[config.mk]
export PLATFORM = sky130hd
export DESIGN_NAME = dual_gate_intc
export DESIGN_NICKNAME = d
export VERILOG_FILES = /design/src/rtl/dgi_pkg.sv /design/src/rtl/dgi_ctrl.sv /design/src/rtl/dgi_datapath.sv /design/src/rtl/dual_gate_intc.sv
export SDC_FILE = /design/constraint.sdc
export NUM_CORES = 2
export LEC_CHECK = 0
export CAP_MARGIN = 20
export CORE_MARGIN = 10
export CORE_UTILIZATION = 30
export DETAILED_ROUTE_END_ITERATION = 12
export DONT_BUFFER_PORTS = 1
export SETUP_SLACK_MARGIN = 0.1
export SKIP_LAST_GASP = 1
export SLEW_MARGIN = 15
export SYNTH_ARGS = -nofsm -noshare
export SYNTH_HDL_FRONTEND = slang
export SYNTH_SLANG_ARGS = --single-unit
[constraint.sdc]
create_clock -name clk -period 4.3 [get_ports clk]
set_clock_uncertainty 0.05 [all_clocks]
set_input_delay 0.645 -clock clk [delete_from_list [all_inputs] [get_ports clk]]
set_output_delay 0.645 -clock clk [all_outputs]
set_load 0.02 [all_outputs]
[src/rtl/dgi_pkg.sv]
package dgi_pkg;
  localparam int ADDR_W   = 12;
  localparam int DATA_W   = 32;
  localparam int SRC_ID_W = 10;
  localparam logic [SRC_ID_W-1:0] ACK_NONE = 10'h3FF;

  // global view
  localparam logic [ADDR_W-1:0] OFS_SW_TRIG  = 12'h004;
  localparam logic [ADDR_W-1:0] OFS_EN_SET   = 12'h030;
  localparam logic [ADDR_W-1:0] OFS_EN_CLR   = 12'h034;
  localparam logic [ADDR_W-1:0] OFS_CTL_BASE = 12'h100;
  // banked per-CPU view
  localparam logic [ADDR_W-1:0] OFS_DB_CAUSE = 12'h008;
  localparam logic [ADDR_W-1:0] OFS_DB_MASK  = 12'h00C;
  localparam logic [ADDR_W-1:0] OFS_ACK      = 12'h044;
  localparam logic [ADDR_W-1:0] OFS_GATE_SET = 12'h048;
  localparam logic [ADDR_W-1:0] OFS_GATE_CLR = 12'h04C;

  typedef enum logic [2:0] {
    RD_NONE, RD_SRC_CTL, RD_DB_CAUSE, RD_DB_MASK, RD_ACK
  } rdSel_e;

  typedef struct packed {
    logic   enSet;
    logic   enClr;
    logic   ctlWr;
    logic   gateSet;
    logic   gateClr;
    logic   swTrig;
    logic   causeWr;
    logic   dbMaskWr;
    rdSel_e rdSel;
  } strobe_t;
endpackage

[src/rtl/dgi_ctrl.sv]
module dgi_ctrl
  import dgi_pkg::*;
#(
  parameter int NSRC   = 36,
  parameter int SIDX_W = 6
) (
  input  logic                busValid,
  input  logic                busWrite,
  input  logic                busPerCpu,
  input  logic [ADDR_W-1:0]   busAddr,
  input  logic [SRC_ID_W-1:0] numIn,
  output strobe_t             stb,
  output logic [SIDX_W-1:0]   srcIdx
);
  logic              numOk;
  logic [ADDR_W-1:0] ctlOff;
  logic              ctlHit;
  logic              gWr, gRd, pWr, pRd;

  assign numOk  = numIn < SRC_ID_W'(NSRC);
  assign ctlOff = busAddr - OFS_CTL_BASE;
  assign ctlHit = (busAddr >= OFS_CTL_BASE) && (ctlOff[1:0] == 2'b00) &&
                  (ctlOff[ADDR_W-1:2] < (ADDR_W-2)'(NSRC));

  assign gWr = busValid &&  busWrite && !busPerCpu;
  assign gRd = busValid && !busWrite && !busPerCpu;
  assign pWr = busValid &&  busWrite &&  busPerCpu;
  assign pRd = busValid && !busWrite &&  busPerCpu;

  assign srcIdx = (!busPerCpu && ctlHit) ? ctlOff[2 +: SIDX_W] : numIn[SIDX_W-1:0];

  always_comb begin
    stb          = '0;
    stb.rdSel    = RD_NONE;
    stb.enSet    = gWr && busAddr == OFS_EN_SET && numOk;
    stb.enClr    = gWr && busAddr == OFS_EN_CLR && numOk;
    stb.swTrig   = gWr && busAddr == OFS_SW_TRIG;
    stb.ctlWr    = gWr && ctlHit;
    stb.gateSet  = pWr && busAddr == OFS_GATE_SET && numOk;
    stb.gateClr  = pWr && busAddr == OFS_GATE_CLR && numOk;
    stb.causeWr  = pWr && busAddr == OFS_DB_CAUSE;
    stb.dbMaskWr = pWr && busAddr == OFS_DB_MASK;
    if (gRd && ctlHit)                   stb.rdSel = RD_SRC_CTL;
    else if (pRd && busAddr == OFS_DB_CAUSE) stb.rdSel = RD_DB_CAUSE;
    else if (pRd && busAddr == OFS_DB_MASK)  stb.rdSel = RD_DB_MASK;
    else if (pRd && busAddr == OFS_ACK)      stb.rdSel = RD_ACK;
  end
endmodule

[src/rtl/dgi_datapath.sv]
module dgi_datapath
  import dgi_pkg::*;
#(
  parameter int NCPU   = 4,
  parameter int NSRC   = 36,
  parameter int NPRIV  = 28,
  parameter int CPU_W  = 2,
  parameter int SIDX_W = 6
) (
  input  logic                    clk,
  input  logic                    rstN,
  input  strobe_t                 stb,
  input  logic [SIDX_W-1:0]       srcIdx,
  input  logic [CPU_W-1:0]        cpu,
  input  logic [DATA_W-1:0]       wdata,
  input  logic [NCPU*NPRIV-1:0]   privIrq,
  input  logic [NSRC-NPRIV-1:0]   sharedIrq,
  output logic [DATA_W-1:0]       rdata,
  output logic [NCPU-1:0]         irqOut,
  output logic [NCPU-1:0]         fiqOut
);
  logic [NSRC-1:0]                enable;
  logic [NSRC-1:0][NCPU-1:0]      irqRoute;
  logic [NSRC-1:0][NCPU-1:0]      fiqRoute;
  logic [NCPU-1:0][DATA_W-1:0]    cause;
  logic [NCPU-1:0][DATA_W-1:0]    dbMask;
  logic [NCPU-1:0][NSRC-1:0]      pendVec, irqQual, fiqQual;
  logic [DATA_W-1:0]              ctlWord;
  logic [SRC_ID_W-1:0]            ackId;

  // pending line selection: private sources are banked per CPU
  for (genvar c = 0; c < NCPU; c++) begin : gCpu
    for (genvar s = 0; s < NSRC; s++) begin : gSrc
      if (s < NPRIV) begin : gPriv
        assign pendVec[c][s] = privIrq[c*NPRIV+s];
      end else begin : gShared
        assign pendVec[c][s] = sharedIrq[s-NPRIV];
      end
      assign irqQual[c][s] = pendVec[c][s] & enable[s] & irqRoute[s][c];
      assign fiqQual[c][s] = pendVec[c][s] & enable[s] & fiqRoute[s][c];
    end
    assign irqOut[c] = (|irqQual[c]) | (|(cause[c] & dbMask[c]));
    assign fiqOut[c] = |fiqQual[c];
  end

  always_ff @(posedge clk or negedge rstN) begin
    if (!rstN) begin
      enable   <= '0;
      irqRoute <= '0;
      fiqRoute <= '0;
      cause    <= '0;
      dbMask   <= '0;
    end else begin
      if (stb.enSet)   enable[srcIdx] <= 1'b1;
      if (stb.enClr)   enable[srcIdx] <= 1'b0;
      if (stb.ctlWr) begin
        for (int c = 0; c < NCPU; c++) begin
          irqRoute[srcIdx][c] <= wdata[c];
          fiqRoute[srcIdx][c] <= wdata[8+c];
        end
      end
      if (stb.gateSet) irqRoute[srcIdx][cpu] <= 1'b1;
      if (stb.gateClr) irqRoute[srcIdx][cpu] <= 1'b0;
      if (stb.swTrig) begin
        for (int c = 0; c < NCPU; c++)
          if (wdata[24+c]) cause[c][wdata[4:0]] <= 1'b1;
      end
      if (stb.causeWr)  cause[cpu]  <= cause[cpu] & wdata;
      if (stb.dbMaskWr) dbMask[cpu] <= wdata;
    end
  end

  always_comb begin
    ctlWord = '0;
    for (int c = 0; c < NCPU; c++) begin
      ctlWord[c]   = irqRoute[srcIdx][c];
      ctlWord[8+c] = fiqRoute[srcIdx][c];
    end
  end

  always_comb begin
    ackId = ACK_NONE;
    for (int s = NSRC-1; s >= 0; s--)
      if (irqQual[cpu][s]) ackId = SRC_ID_W'(s);
  end

  always_comb begin
    case (stb.rdSel)
      RD_SRC_CTL:  rdata = ctlWord;
      RD_DB_CAUSE: rdata = cause[cpu];
      RD_DB_MASK:  rdata = dbMask[cpu];
      RD_ACK:      rdata = DATA_W'(ackId);
      default:     rdata = '0;
    endcase
  end
endmodule

[src/rtl/dual_gate_intc.sv]
module dual_gate_intc
  import dgi_pkg::*;
#(
  parameter int NCPU  = 4,
  parameter int NSRC  = 36,
  parameter int NPRIV = 28
) (
  input  logic                                 clk,
  input  logic                                 rstN,
  input  logic                                 busValid,
  input  logic                                 busWrite,
  input  logic                                 busPerCpu,
  input  logic [((NCPU > 1) ? $clog2(NCPU) : 1)-1:0] busCpu,
  input  logic [ADDR_W-1:0]                    busAddr,
  input  logic [DATA_W-1:0]                    busWdata,
  output logic [DATA_W-1:0]                    busRdata,
  input  logic [NCPU*NPRIV-1:0]                privIrq,
  input  logic [NSRC-NPRIV-1:0]                sharedIrq,
  output logic [NCPU-1:0]                      irqOut,
  output logic [NCPU-1:0]                      fiqOut
);
  localparam int CPU_W  = (NCPU > 1) ? $clog2(NCPU) : 1;
  localparam int SIDX_W = $clog2(NSRC);

  strobe_t           stb;
  logic [SIDX_W-1:0] srcIdx;

  dgi_ctrl #(.NSRC(NSRC), .SIDX_W(SIDX_W)) u_ctrl (
    .busValid (busValid),
    .busWrite (busWrite),
    .busPerCpu(busPerCpu),
    .busAddr  (busAddr),
    .numIn    (busWdata[SRC_ID_W-1:0]),
    .stb      (stb),
    .srcIdx   (srcIdx)
  );

  dgi_datapath #(
    .NCPU(NCPU), .NSRC(NSRC), .NPRIV(NPRIV), .CPU_W(CPU_W), .SIDX_W(SIDX_W)
  ) u_dp (
    .clk      (clk),
    .rstN     (rstN),
    .stb      (stb),
    .srcIdx   (srcIdx),
    .cpu      (busCpu),
    .wdata    (busWdata),
    .privIrq  (privIrq),
    .sharedIrq(sharedIrq),
    .rdata    (busRdata),
    .irqOut   (irqOut),
    .fiqOut   (fiqOut)
  );
endmodule

==> metrics.md <==
| Metric | Value |
|---|---|
| Clock transition at the registers of the reported paths | `roughly 60 ps` |
| Pin count of the biggest net entering global routing | `roughly 580` |
| Final Cycle Share | `99.63%` |
| Crit end category | `output port` |
| Post-Syn Area | `between 0.03 and 0.04 sq mm` |
| Num CTS Buffers | `slightly below 70` |
| I/O pin count | `~210` |
| First-pass GRT wire length | `274.4 mm` |
| Wire per inst | `roughly 43 um` |
| Slew Viols, Final | `about 430` |
| Worst-Margin Slew | `~3200 ps` |
| Placed inst area | `approximately 0.036 sq mm` |
| CTS root buffer | `clkbuf_16` |
| Placed insts | `approximately 4600` |
| Via count | `between 30000 and 40000` |
| Grt total ovfl | `0` |
| Final Wtd Congestion | `about 1.1` |
| Sequential share of the synthesized area | `44.96%` |
| Port buffer count | `0` |
| Post-synth EDFFs | `0` |
| Peak supply drop | `approximately 0.29 mV` |
| Reg power frac | `between 40% and 50%` |
| Synth cell types | `slightly above 80` |
| Top post-synthesis cells by area | `dfrtp_1 45%, mux2_2 9.7%, a21oi_1 8.0%` |
| Sw frac | `between 20% and 30%` |
| Crit-path max FO | `7` |
| Dominant cell type by area after synthesis | `dfrtp_1` |
| Asr flop ratio synth | `between 90% and 100%` |
| Largest family of logic cells by synthesized area | `compound AO/OA/AOI/OAI gates` |
| Yosys warning total | `0` |
| Top_reg_cell synth | `dfrtp_1` |
| Htree depth | `3` |
| Yosys top cell area share | `between 40 and 50%` |
| Max frequency | `about 230 MHz` |
| Max Cap Violations | `0` |
| Mux cell area share after synthesis | `16.19%` |
| Worst-skew pair later-pin latency | `670 ps` |
| Post-synthesis xor/xnor area fraction | `0%` |
| Longest Clk Path Bufs | `3` |
| Post-synthesis cell count | `about 3200` |
| CTS tree | `built` |
| Total die area | `0.1211 sq mm` |
| Commonest cells post-synth | `580 x dfrtp_1, 519 x a21oi_1, 277 x mux2_2` |
| Comb pwr share | `5.3%` |
| Initial Util | `30.20%` |
| Fin area | `~0.039 sq mm` |
| Status | `complete, but fails checks` |
| Compound-cell area share of the yosys netlist | `about a fifth` |
| Die Wd | `roughly 350 um` |
| GRT Overall Usage | `between 30% and 40%` |
| Failing checks | `negative hold slack, max-slew violations` |
| Critical Path AT | `~3600 ps` |
| Number of global-route vias before repair | `just over 30000` |
| Synth Area in Simple Gates | `roughly 14%` |
| Adder-Cell Fraction of Synth Area | `0%` |
| Final hold viol count | `between 150 and 200` |
| Final std cells w/o fill | `between 4000 and 5000` |
| Clock network fraction of design power | `50.0%` |
| Rel. slew slack | `-114.9%` |
| FP Rows | `120` |
| Core area | `between 0.1 and 0.15 sq mm` |
| Nets | `3514` |
| Share of cells above drive strength 1 | `approximately 30%` |
| Vias/cell | `about 6.6` |
| Crit Path Class | `in2out` |
| Die H | `~350 um` |
| Count leader, synth | `dfrtp_1` |
| Final setup violation count | `0` |
| Synthesized Nets | `around 3300` |
| Synth Register Bits | `slightly below 600` |
| Syn avg cell area | `between 10 and 15 sq um` |
| Pwr dens | `between 300 and 400 mW/mm^2` |
| Critical Path RT | `3610 ps` |
| Crit path launch type | `input pin` |
| Initial drt markers | `4995` |
| Fin Setup TNS | `0 ps` |
| Synth-to-layout area growth | `21.29%` |
| Min Tclk post-route | `between 4000 and 5000 ps` |
| Routed WL | `204.8 mm` |
| Worst hold path type | `in2async` |
| DRC Markers | `0` |
| Hold WS | `-361.8 ps` |
| RSZ-0062 raised after global routing | `true` |
| Clk sinks | `between 500 and 600` |
| DRT Pass-1 Iters | `6` |
| Initial antenna violation count | `29` |
| Post-detail-place hpwl | `~160 mm` |
| NetSw | `about 0.0030 W` |
| Post-route ant nets | `0` |
| P_leak | `around 17 nW` |
| P_int | `approximately 0.0092 W` |
[power by group through the flow]
stage / Clock (W) / Sequential (W) / Combinational [W]
after detailed placement: 0 / 0.00557 / 0.000575
final: 0.00613 / 0.00547 / 0.000653
after global placement: 0 / 0.00557 / 0.000579
after CTS: 0.00620 / 0.00547 / 0.000611
after floorplan: 0 / 0.00557 / 0.000346
after global routing: 0.00640 / 0.00547 / 0.000663
[registers in the layout, summed over array words and instances, names as in the netlist, named ones only]
signal / flops
u_dp.dbMask: 128
u_dp.cause: 128
u_dp.irqRoute: 144
u_dp.fiqRoute: 144
[final timing paths]
check | slack (ps) | cells after the start | startpoint | end
max reg2reg | 2830 | 3 | u_dp.cause[122]$_DFF_PN0_ | u_dp.cause[122]$_DFF_PN0_
min in group clk | 70 | 1 | busWdata[14] | u_dp.dbMask[46]$_DFFE_PN0P_
max | 20 | 16 | busAddr[0] | busRdata[8]
min reg2reg | 470 | 2 | flip-flop | flip-flop
max in group asynchronous | 1800 | 0 | rstN | u_dp.irqRoute[49]$_DFF_PN0_
min | -360 | 0 | rstN | async pin
[cell usage in the layout (no fill, tap or decap), types with 25 or more instances in the layout]
cell type	netlist	layout
nand3_1	260	258
a211oi_1	101	101
nor3_1	45	37
mux2_2	277	276
a221oi_1	34	34
o22ai_1	52	49
buf_12	0	38
dfrtp_1	580	557
mux4_2	74	74
clkbuf_16	0	68
nor2_1	93	83
nand2_1	208	200
o21ai_0	56	53
mux2i_1	41	40
nand4_1	65	65
and2_1	28	27
nor2_2	22	25
nor3_2	33	39
a22o_1	54	54
buf_4	7	284
a32oi_1	62	61
a21oi_1	519	516
[critical path, stage by stage]
cell,delay [ps]
or4b_4,540
buf_8,160
nor3_4,200
buf_4,150
buf_6,100
buf_6,120
buf_4,110
o31a_1,220
o21ai_0,120
o32a_1,190
nor3_2,260
buf_4,200
o221ai_4,100
nand3b_1,200
buf_4,150
buf_12,100
[per-layer routing]
metal	global-route usage [%]	routed length, um
met3	10.98	23620
met2	48.91	87720
met1	41.01	79900
met5	0	207
met4	17.97	13390
[stage by stage]
step                util, %  setup WS [ps]  hold WS, ps  power, W
floorplan                 -          276.0        299.4  0.005912
global placement      33.52         -367.4        318.4  0.006148
detailed placement    33.52         -371.3        319.3  0.006144
CTS                   36.24          18.76       -373.3   0.01228
global route          36.60         -35.91       -375.6   0.01253
finish                36.63          15.77       -361.8   0.01226
[cell families after synthesis]
kind of cell	Yosys count
compound gates	1065
mux	394
simple gates	878
buf+inv	259
flops	580
[repair_timing]
action | CTS | global route
cloned | 1 | 0
gates resized for setup | 88 | 57
endpoints found under the setup margin | 13 | 12
pin swaps | 24 | 25
endpoints found under the hold margin | 580 | 580
setup buffers | 23 | 24
[area by class of cell]
cell class | instances | area, sq um
Clock buffer | 94 | 1959
Antenna cell | 15 | 37.54
Timing Repair Buffer | 346 | 3167
Multi-Input combinational cell | 2337 | 17290
Sequential cell | 580 | 14540
Tap cell | 1403 | 1755
Clock inverter | 27 | 364.1
Fill cell | 10783 | 67750
Inverter | 10 | 37.54
No activity file was read; power rests on OpenSTA's default activity.
